File: config.mk
export PLATFORM = sky130hd
export DESIGN_NAME = loopcode_detect
export DESIGN_NICKNAME = d
export VERILOG_FILES = /design/src/rtl/loopcode_pkg.sv /design/src/rtl/lc_pattern_match.sv /design/src/rtl/lc_qual_timer.sv /design/src/rtl/lc_ctrl.sv /design/src/rtl/loopcode_detect.sv
export SDC_FILE = /design/constraint.sdc
export NUM_CORES = 1
export LEC_CHECK = 0
export BUFFER_PORTS_ARGS = -buffer_cell sky130_fd_sc_hd__buf_2
export CAP_MARGIN = 20
export CORE_ASPECT_RATIO = 1.1
export CORE_UTILIZATION = 50
export CTS_CLUSTER_SIZE = 20
export DETAILED_ROUTE_END_ITERATION = 10
export PLACE_DENSITY = 0.68
export REMOVE_ABC_BUFFERS = 1
export SETUP_SLACK_MARGIN = 0.4
export SLEW_MARGIN = 20
export SYNTH_ARGS = -nofsm -noshare
export SYNTH_HDL_FRONTEND = slang
export SYNTH_HIERARCHICAL = 1
export SYNTH_SLANG_ARGS = --single-unit
File: constraint.sdc
create_clock -name clk -period 3.9 [get_ports clk]
set_input_delay 0.585 -clock clk [delete_from_list [all_inputs] [get_ports clk]]
set_output_delay 0.585 -clock clk [all_outputs]
set_load 0.01 [all_outputs]
File: src/rtl/loopcode_pkg.sv
package loopcode_pkg;
  typedef enum logic [1:0] {
    MODE_OFF   = 2'b00,
    MODE_MAN_A = 2'b01,
    MODE_MAN_B = 2'b10,
    MODE_AUTO  = 2'b11
  } lc_mode_e;

  localparam int UP_LEN = 5;
  localparam int DN_LEN = 3;
  localparam logic [UP_LEN-1:0] UP_CODE = 5'b00001;
  localparam logic [DN_LEN-1:0] DN_CODE = 3'b001;
endpackage

File: src/rtl/lc_pattern_match.sv
module lc_pattern_match #(
  parameter int PERIOD = 5,
  parameter logic [PERIOD-1:0] PATTERN = '0
) (
  input  logic clk,
  input  logic rst,
  input  logic bit_in,
  input  logic bit_vld,
  output logic present
);
  localparam int FW = $clog2(PERIOD + 1);

  logic [PERIOD-1:0] hist;
  logic [PERIOD-1:0] win;
  logic [FW-1:0]     fill;
  logic [PERIOD-1:0] rot_hit;

  assign win = {hist[PERIOD-2:0], bit_in};

  // A window equal to any rotation of the code means the newest bit repeats
  // the one PERIOD positions back and the phase is consistent.
  for (genvar r = 0; r < PERIOD; r++) begin : g_rot
    localparam logic [PERIOD-1:0] ROT = (PATTERN << r) | (PATTERN >> (PERIOD - r));
    assign rot_hit[r] = (win == ROT);
  end

  always_ff @(posedge clk) begin
    if (rst) begin
      hist    <= '0;
      fill    <= '0;
      present <= 1'b0;
    end else if (bit_vld) begin
      hist <= win;
      if (fill != FW'(PERIOD)) fill <= fill + 1'b1;
      present <= (fill >= FW'(PERIOD - 1)) && (|rot_hit);
    end
  end


  present_after_fill_chk: assert property (@(posedge clk) disable iff (rst)
    present |-> (fill >= FW'(PERIOD - 1)));
endmodule

File: src/rtl/lc_qual_timer.sv
module lc_qual_timer #(
  parameter int QUAL_SECS = 5
) (
  input  logic clk,
  input  logic rst,
  input  logic clr,
  input  logic present,
  input  logic tick,
  output logic qualified
);
  localparam int CW  = $clog2(QUAL_SECS + 2);
  localparam logic [CW-1:0] SAT = CW'(QUAL_SECS + 1);

  logic [CW-1:0] cnt;

  always_ff @(posedge clk) begin
    if (rst || clr || !present) cnt <= '0;
    else if (tick && cnt != SAT) cnt <= cnt + 1'b1;
  end

  assign qualified = (cnt > CW'(QUAL_SECS));


  timer_sat_chk: assert property (@(posedge clk) disable iff (rst)
    cnt <= SAT);

  absent_restart_chk: assert property (@(posedge clk) disable iff (rst)
    !present |=> (cnt == '0));
endmodule

File: src/rtl/lc_ctrl.sv
module lc_ctrl
  import loopcode_pkg::*;
(
  input  logic       clk,
  input  logic       rst,
  input  logic [1:0] mode_sel,
  input  logic       irq_en,
  input  logic       up_qual,
  input  logic       dn_qual,
  output logic       tmr_clr,
  output logic       status,
  output logic       loop_on,
  output logic       irq
);
  lc_mode_e mode_q, mode_n;
  logic     entering_auto, loop_set, loop_clr;
  logic     status_n, loop_n;

  assign mode_n        = lc_mode_e'(mode_sel);
  assign entering_auto = (mode_n == MODE_AUTO) && (mode_q != MODE_AUTO);
  assign loop_set      = (mode_n == MODE_AUTO) && !entering_auto && !loop_on && up_qual;
  assign loop_clr      = (mode_n == MODE_AUTO) && !entering_auto && loop_on && dn_qual;
  assign tmr_clr       = (mode_n == MODE_OFF) || (mode_n != mode_q) || loop_set || loop_clr;

  always_comb begin
    status_n = status;
    loop_n   = loop_on;
    unique case (mode_n)
      MODE_OFF: begin
        status_n = 1'b0;
        loop_n   = 1'b0;
      end
      MODE_MAN_A, MODE_MAN_B: begin
        status_n = up_qual | dn_qual;
        loop_n   = 1'b0;
      end
      MODE_AUTO: begin
        if (entering_auto) begin
          status_n = 1'b0;
          loop_n   = 1'b0;
        end else if (loop_set) begin
          status_n = 1'b1;
          loop_n   = 1'b1;
        end else if (loop_clr) begin
          status_n = 1'b0;
          loop_n   = 1'b0;
        end
      end
      default: ;
    endcase
  end

  always_ff @(posedge clk) begin
    if (rst) begin
      mode_q  <= MODE_OFF;
      status  <= 1'b0;
      loop_on <= 1'b0;
      irq     <= 1'b0;
    end else begin
      mode_q  <= mode_n;
      status  <= status_n;
      loop_on <= loop_n;
      irq     <= irq_en && (status_n != status);
    end
  end


  loop_only_auto_chk: assert property (@(posedge clk) disable iff (rst)
    (mode_sel != 2'b11) |=> !loop_on);

  off_holds_zero_chk: assert property (@(posedge clk) disable iff (rst)
    (mode_sel == 2'b00) |=> (!status && !loop_on));

  loop_implies_status_chk: assert property (@(posedge clk) disable iff (rst)
    loop_on |-> status);

  irq_on_change_chk: assert property (@(posedge clk) disable iff (rst)
    irq |-> (status != $past(status)));

  auto_entry_clear_chk: assert property (@(posedge clk) disable iff (rst)
    ((mode_sel == 2'b11) && (mode_q != MODE_AUTO)) |=> (!status && !loop_on));
endmodule

File: src/rtl/loopcode_detect.sv
module loopcode_detect
  import loopcode_pkg::*;
#(
  parameter int QUAL_SECS = 5
) (
  input  logic       clk,
  input  logic       rst,
  input  logic       rx_bit,
  input  logic       rx_valid,
  input  logic [1:0] mode_sel,
  input  logic       irq_en,
  input  logic       sec_tick,
  output logic       det_status,
  output logic       rloop_en,
  output logic       irq_pulse
);
  logic up_pres, dn_pres, up_qual, dn_qual, tmr_clr;

  lc_pattern_match #(.PERIOD(UP_LEN), .PATTERN(UP_CODE)) u_up_match (
    .clk(clk), .rst(rst), .bit_in(rx_bit), .bit_vld(rx_valid), .present(up_pres));

  lc_pattern_match #(.PERIOD(DN_LEN), .PATTERN(DN_CODE)) u_dn_match (
    .clk(clk), .rst(rst), .bit_in(rx_bit), .bit_vld(rx_valid), .present(dn_pres));

  lc_qual_timer #(.QUAL_SECS(QUAL_SECS)) u_up_timer (
    .clk(clk), .rst(rst), .clr(tmr_clr), .present(up_pres),
    .tick(sec_tick), .qualified(up_qual));

  lc_qual_timer #(.QUAL_SECS(QUAL_SECS)) u_dn_timer (
    .clk(clk), .rst(rst), .clr(tmr_clr), .present(dn_pres),
    .tick(sec_tick), .qualified(dn_qual));

  lc_ctrl u_ctrl (
    .clk(clk), .rst(rst), .mode_sel(mode_sel), .irq_en(irq_en),
    .up_qual(up_qual), .dn_qual(dn_qual), .tmr_clr(tmr_clr),
    .status(det_status), .loop_on(rloop_en), .irq(irq_pulse));


  reset_quiet_chk: assert property (@(posedge clk)
    $past(rst) |-> (!det_status && !rloop_en && !irq_pulse));

  irq_gate_chk: assert property (@(posedge clk) disable iff (rst)
    irq_pulse |-> $past(irq_en));
endmodule

==> flow_summary.json, run 1 <==
{
  "grt_pass1_vias": 920,
  "critPathMaxStageDelay_ns": 0.63,
  "dp_hpwl_mm": 1.54,
  "max-vdd-ir-drop_uv": 267,
  "fin_skew_ns": 0.00328,
  "cts_root_buffer": "clkbuf_4",
  "synth_cells": 134,
  "ys_seq_area_frac": 0.362,
  "cts_inserted_buffers": 3,
  "p_leak_uw": 0.000601,
  "cts_tree": "built",
  "fp.coreArea_um2": 2520,
  "overflow": 0,
  "status": "complete, no violations",
  "routed_wirelength_mm": 2.06,
  "layout-drive-gt1-share": 0.212,
  "synth_edf_count": 0,
  "synth_top_area_share": 0.362,
  "grt_usage": 0.166,
  "area_growth_pct": 8.76,
  "synth_cell_types": 42,
  "fillers": 236,
  "period_needed_ns": 2.01,
  "r2r_start": "u_dn_timer/cnt[1]",
  "start_kind": "primary input",
  "slew_headroom": 0.683,
  "wl_per_cell_um": 11.6,
  "synth.area.top_cells": "dfxtp_1 36%, ha_1 10%, mux2i_1 6.0%",
  "detail-route-antenna-nets": 0,
  "worst_ep_arrival_time_ns": 2.27,
  "clk_latency_ns": 0.30,
  "cts_buffer_depth": 2,
  "hold_start": "u_dn_match/present",
  "fin_nets": 166,
  "max_cap_viol_count": 0,
  "cts_resized": 0,
  "fmax_mhz": 497,
  "ys_warn_count": 6,
  "die_area_um2": 2870,
  "ys.flop_type": "dfxtp_1",
  "synthArstFlopShare": 0,
  "grt_pass1_wl_mm": 3.62,
  "syn_avg_cell_area_um2": 9.92,
  "critPathLaunch": "mode_sel[0]",
  "num_vias": 952,
  "crit_path_end_kind": "flop",
  "drv_slew": 0,
  "firstDrtPassIters": 4,
  "post-route-drc-count": 0,
  "setup_viol": 0,
  "worst_pin_slew_ns": 0.475,
  "antenna_found_initial": 0,
  "ios": 11,
  "place.port_buffers": 10,
  "rrSetupSlack_ns": 1.93,
  "final.setup.tns_ns": 0,
  "gp_congestion": 0.781,
  "ys_ff_latch": 24,
  "clk_pin_slew_ns": 0.12,
  "hold_path_class": "flop to flop",
  "num_antenna_cells": 0,
  "grt_max_degree": 27,
  "synth.largest_area_cell": "dfxtp_1",
  "initial_utilization": 0.527,
  "hold_viol_final": 0,
  "die_h_um": 56.1,
  "min_period_over_period": 0.516,
  "power_density_nw_per_um2": 307,
  "die_w_um": 51.2,
  "rsz0062_at_grt": "false",
  "synth_area_um2": 1330,
  "worstSetupPathType": "primary input to flop",
  "drtIter0Drc": 4,
  "crit_path_max_fanout": 6,
  "postCtsHoldBufs": 0,
  "cts_max_level": 1,
  "worstPathRequired_ns": 4.16,
  "slowest_stage": "or4_1",
  "rows": 19,
  "path_cells": "buf_2 -> ha_1 -> nand3_2 -> a21oi_1 -> or4_1 -> nor3b_1 -> o221a_1",
  "post_cts_buffers": 0,
  "viasPerCell": 5.38,
  "cts_sinks": 24,
  "power_uw": 443
}
layout by cell type (no fill, tap or decap), types with 2 or more instances in the layout:
cell type | netlist | routed
nor2_1 | 15 | 15
nor4b_2 | 2 | 2
mux2i_1 | 8 | 8
nand2_1 | 4 | 4
nor3b_2 | 2 | 2
ha_1 | 11 | 11
nor3b_1 | 2 | 2
nor3_1 | 2 | 2
mux2_4 | 2 | 2
dfxtp_1 | 24 | 24
nand2b_1 | 3 | 3
and4b_1 | 3 | 3
clkbuf_4 | 0 | 3
a21oi_1 | 7 | 7
nor4bb_1 | 2 | 2
o221a_1 | 2 | 2
xnor2_1 | 3 | 3
a21boi_2 | 2 | 2
inv_1 | 11 | 11
xor2_1 | 3 | 3
buf_2 | 1 | 10
and2_1 | 4 | 4
power by group:
group	internal [uW]	switching, uW	leakage (uW)	total [uW]
Combinational	24.7	29.1	0.000385	53.8
Clock	56.9	70.3	0.0000210	127
Sequential	254	8.23	0.000195	262
synth_stat cells (2+ instances only):
cell	number
xor2_1	3
o221a_1	2
nor4bb_1	2
xnor2_1	3
mux2i_1	8
mux2_4	2
nor3b_1	2
nand2_1	4
nor2_1	15
a21oi_1	7
nor3_1	2
nor4b_2	2
and2_1	4
nand2b_1	3
inv_1	11
and4b_1	3
nor3b_2	2
ha_1	11
dfxtp_1	24
a21boi_2	2
metal layers:
layer / vias to the layer above / GRT usage / wire length (um)
met4: 0 / 0.0833 / 17
met3: 2 / 0.0246 / 37
met1: 448 / 0.186 / 954
met2: 7 / 0.295 / 1050
met5: - / 0 / 0
li1: 495 / - / -
per-stage QoR:
step	utilization	setup WS, ns	instances	hold slack [ns]	instance area [um^2]
after global placement	0.559	1.58	173	0.483	1410
after floorplan	-	1.87	132	0.462	1320
after detailed placement	0.559	1.56	173	0.485	1410
after global routing	0.573	1.82	177	0.525	1450
after CTS	0.573	1.88	177	0.522	1450
final	0.573	1.89	177	0.515	1450
path summary, 6_finish.rpt:
path / depth (start not counted) / to
worst min register to register: 2 / u_dn_match/present
worst min-delay path: 2 / u_dn_match/present
worst max-delay path: 7 / u_up_timer/cnt[1]
worst max register to register: 6 / u_up_timer/cnt[1]
flip-flops by register name (all words and copies together) (netlist names), 2 cells and up:
signal and cells:
u_dn_match/hist 2, u_ctrl/mode_q 2, u_up_timer/cnt 3, u_dn_timer/cnt 3
u_up_match/fill 3, u_up_match/hist 4, u_dn_match/fill 2
cell families (layout without fill, tap and decap cells):
family                   count (synthesis)  count (layout)  share of synthesized area
AO/OA/AOI/OAI                           22              22                      0.137
XOR/XNOR                                 6               6                     0.0396
adder cells (fa/ha/maj)                 11              11                      0.104
buffers and inverters                   13              25                     0.0377
flip-flops                              24              24                      0.362
multiplexers                            10              10                     0.0829
AND/OR/NAND/NOR                         48              48                      0.238
layout make-up:
class / instances / area (um^2) / area share
multi-input combinational: 97 / 798 / 0.552
sequential: 24 / 480 / 0.332
timing repair buffer: 10 / 50.0 / 0.0346
inverter: 11 / 41.3 / 0.0286
tap: 31 / 38.8 / 0.0268
clock buffer: 4 / 36.3 / 0.0251
worst max-delay path, delay by kind of cell:
family	cells	cell delay, ns
AO/OA/AOI/OAI	2	0.27
adder cells (fa/ha/maj)	1	0.20
buffers and inverters	1	0.12
AND/OR/NAND/NOR	3	1.10
Power figures use the tool's default switching activity.
==> inputs of run 2 (changes only) <==
- ABC_AREA: not set -> 1
- PLACE_DENSITY: 0.68 -> 0.7
- clock period: 3.9 -> 1.85 ns (I/O delays scaled with it)
==> run 2 against run 1 <==
Global-route usage about the same. Non-clock buffer count did not move. Critical path depth grew 2. Final cell count rose by 32%. Synthesized cell count rose by 41%. Setup slack lost 1.3 ns. Sequential share of layout area down 0.48 points. Worst hold slack got worse by 0.29 ns. Flip-flop and latch count unchanged. Synthesized area is 1.2% higher. First-iteration DRC count rose to 6.3 times the previous value. Die area is 1.2% higher. Largest cell class unchanged. Largest power group unchanged. Highest routed layer unchanged.
==> flow_summary.json, run 2 <==
{
  "status": "complete, no violations",
  "worstPathRequired_ns": 2.07,
  "top_register": "u_up_match/hist",
  "rows": 19,
  "yosysMostFrequentCell": "nand2_1",
  "place.port_buffers": 10,
  "num_antenna_cells": 0,
  "ios": 11,
  "rsz0062_at_grt": "false",
  "clk_latency_ns": 0.31,
  "setup_viol": 0,
  "max-vdd-ir-drop_uv": 519,
  "largest_reg_flops": 4,
  "postCtsHoldBufs": 0,
  "cts_resized": 0,
  "slowest_stage": "dfxtp_1",
  "grt_pass1_vias": 964,
  "cts_root_buffer": "clkbuf_4",
  "synthArstFlopShare": 0,
  "critPathMaxStageDelay_ns": 0.40,
  "viasPerCell": 4.79,
  "ys.flop_type": "dfxtp_1",
  "worst_pin_slew_ns": 0.369,
  "initial_utilization": 0.534,
  "fp.coreArea_um2": 2520,
  "synth_top_area_share": 0.357,
  "area_growth_pct": 9.02,
  "hold_viol_final": 0,
  "max_cap_viol_count": 0,
  "grt_pass1_wl_mm": 3.71,
  "firstDrtPassIters": 4,
  "synth_edf_count": 0,
  "path_cells": "nand2_1 -> inv_1 -> nand2_1 -> nor2_2 -> nor2_1 -> nand3_1 -> nor2_4 -> nand2_1 -> nor2_1",
  "worst_ep_arrival_time_ns": 1.52,
  "ys_seq_area_frac": 0.357,
  "whs_ns": 0.230,
  "die_area_um2": 2900,
  "clk_pin_slew_ns": 0.13,
  "layout-drive-gt1-share": 0.173,
  "cts_max_level": 1,
  "ys_warn_count": 6,
  "dp_hpwl_mm": 1.66,
  "post-route-drc-count": 0,
  "fin_nets": 222,
  "cts_sinks": 24,
  "grt_max_degree": 21,
  "crit_path_max_fanout": 4,
  "synth_area_um2": 1350,
  "drtIter0Drc": 25,
  "synth.largest_area_cell": "dfxtp_1",
  "wl_per_cell_um": 9.36,
  "antenna_found_initial": 0,
  "syn_avg_cell_area_um2": 7.12,
  "synth_cell_types": 23,
  "die_h_um": 56.4,
  "post_cts_buffers": 0,
  "cts_buffer_depth": 2,
  "worstSetupPathType": "flop to flop",
  "drv_slew": 0,
  "synth_common_cells": "45 x nand2_1, 28 x inv_1, 25 x nor2_1, 24 x dfxtp_1, 14 x a21oi_1",
  "layout.cells.most_common": "nand2_1",
  "layout_common_cells": "45 x nand2_1, 28 x inv_1, 25 x nor2_1",
  "die_w_um": 51.5,
  "routed_wirelength_mm": 2.18,
  "power_density_nw_per_um2": 638,
  "fin_cells": 233,
  "hold_path_class": "primary input to flop",
  "gp_congestion": 0.824,
  "overflow": 0,
  "p_leak_uw": 0.000690,
  "min_period_over_period": 0.698,
  "cts_inserted_buffers": 3,
  "crit_top_cell": "nand2_1",
  "grt_usage": 0.166,
  "detail-route-antenna-nets": 0,
  "num_vias": 1117,
  "fmax_mhz": 774,
  "final.setup.tns_ns": 0,
  "power_uw": 935,
  "fillers": 256,
  "slew_headroom": 0.754,
  "synth.area.top_cells": "dfxtp_1 36%, nand2_1 13%, ha_1 10%",
  "period_needed_ns": 1.29,
  "fin_skew_ns": 0.00495,
  "post-place-cells": 229,
  "ys_ff_latch": 24,
  "start_kind": "flop",
  "synth_cells": 189,
  "cts_tree": "built",
  "crit_path_end_kind": "flop"
}
-- run 2: per-stage QoR --
step	worst slack (ns)	util	instance area, um^2
floorplan	0.576	-	1340
global placement	0.404	0.568	1430
detailed placement	0.352	0.568	1430
CTS	0.562	0.582	1470
global route	0.462	0.582	1470
finish	0.558	0.582	1470
-- run 2: final timing paths --
check                      from                 end  slack, ns  depth (start not counted)
max reg2reg   u_up_timer/cnt[1]   u_dn_timer/cnt[1]       0.56                          9
min reg2reg  u_up_match/present  u_up_match/present       0.48                          2
min                 mode_sel[0]    u_ctrl/mode_q[0]       0.23                          3
max           u_up_timer/cnt[1]   u_dn_timer/cnt[1]       0.56                          9
-- run 2: area by class of cell --
cell class / instances / area (um^2) / area share
Multi-Input combinational cell: 132 / 741 / 0.505
Sequential cell: 24 / 480 / 0.328
Inverter: 32 / 120 / 0.0819
Timing Repair Buffer: 10 / 50.0 / 0.0341
Tap cell: 31 / 38.8 / 0.0265
Clock buffer: 4 / 36.3 / 0.0247
-- run 2: where the power goes --
| part | total, uW | switching, uW | internal [uW] |
|---|---|---|---|
| Sequential | 548 | 14.7 | 533 |
| Combinational | 110 | 68.1 | 41.8 |
| Clock | 278 | 157 | 120 |
-- run 2: routing by layer --
layer	track usage	wire (um)	up-vias
met5	0	0	-
met4	0.0695	15	0
met3	0.0325	48	2
met2	0.304	1050	11
met1	0.179	1070	492
li1	-	-	612
-- run 2: worst max-delay path: cells and delay by family (launching register included) --
family,cells,cell delay (ns)
buffers and inverters,1,0.08
flip-flops,1,0.40
AND/OR/NAND/NOR,8,0.74
-- run 2: cells by family after synthesis --
kind of cell    share of synthesized area
xor+xnor                          0.00651
compound gates                      0.127
fa+ha+maj                           0.102
simple gates                        0.315
buf+inv                            0.0921
flops                               0.357
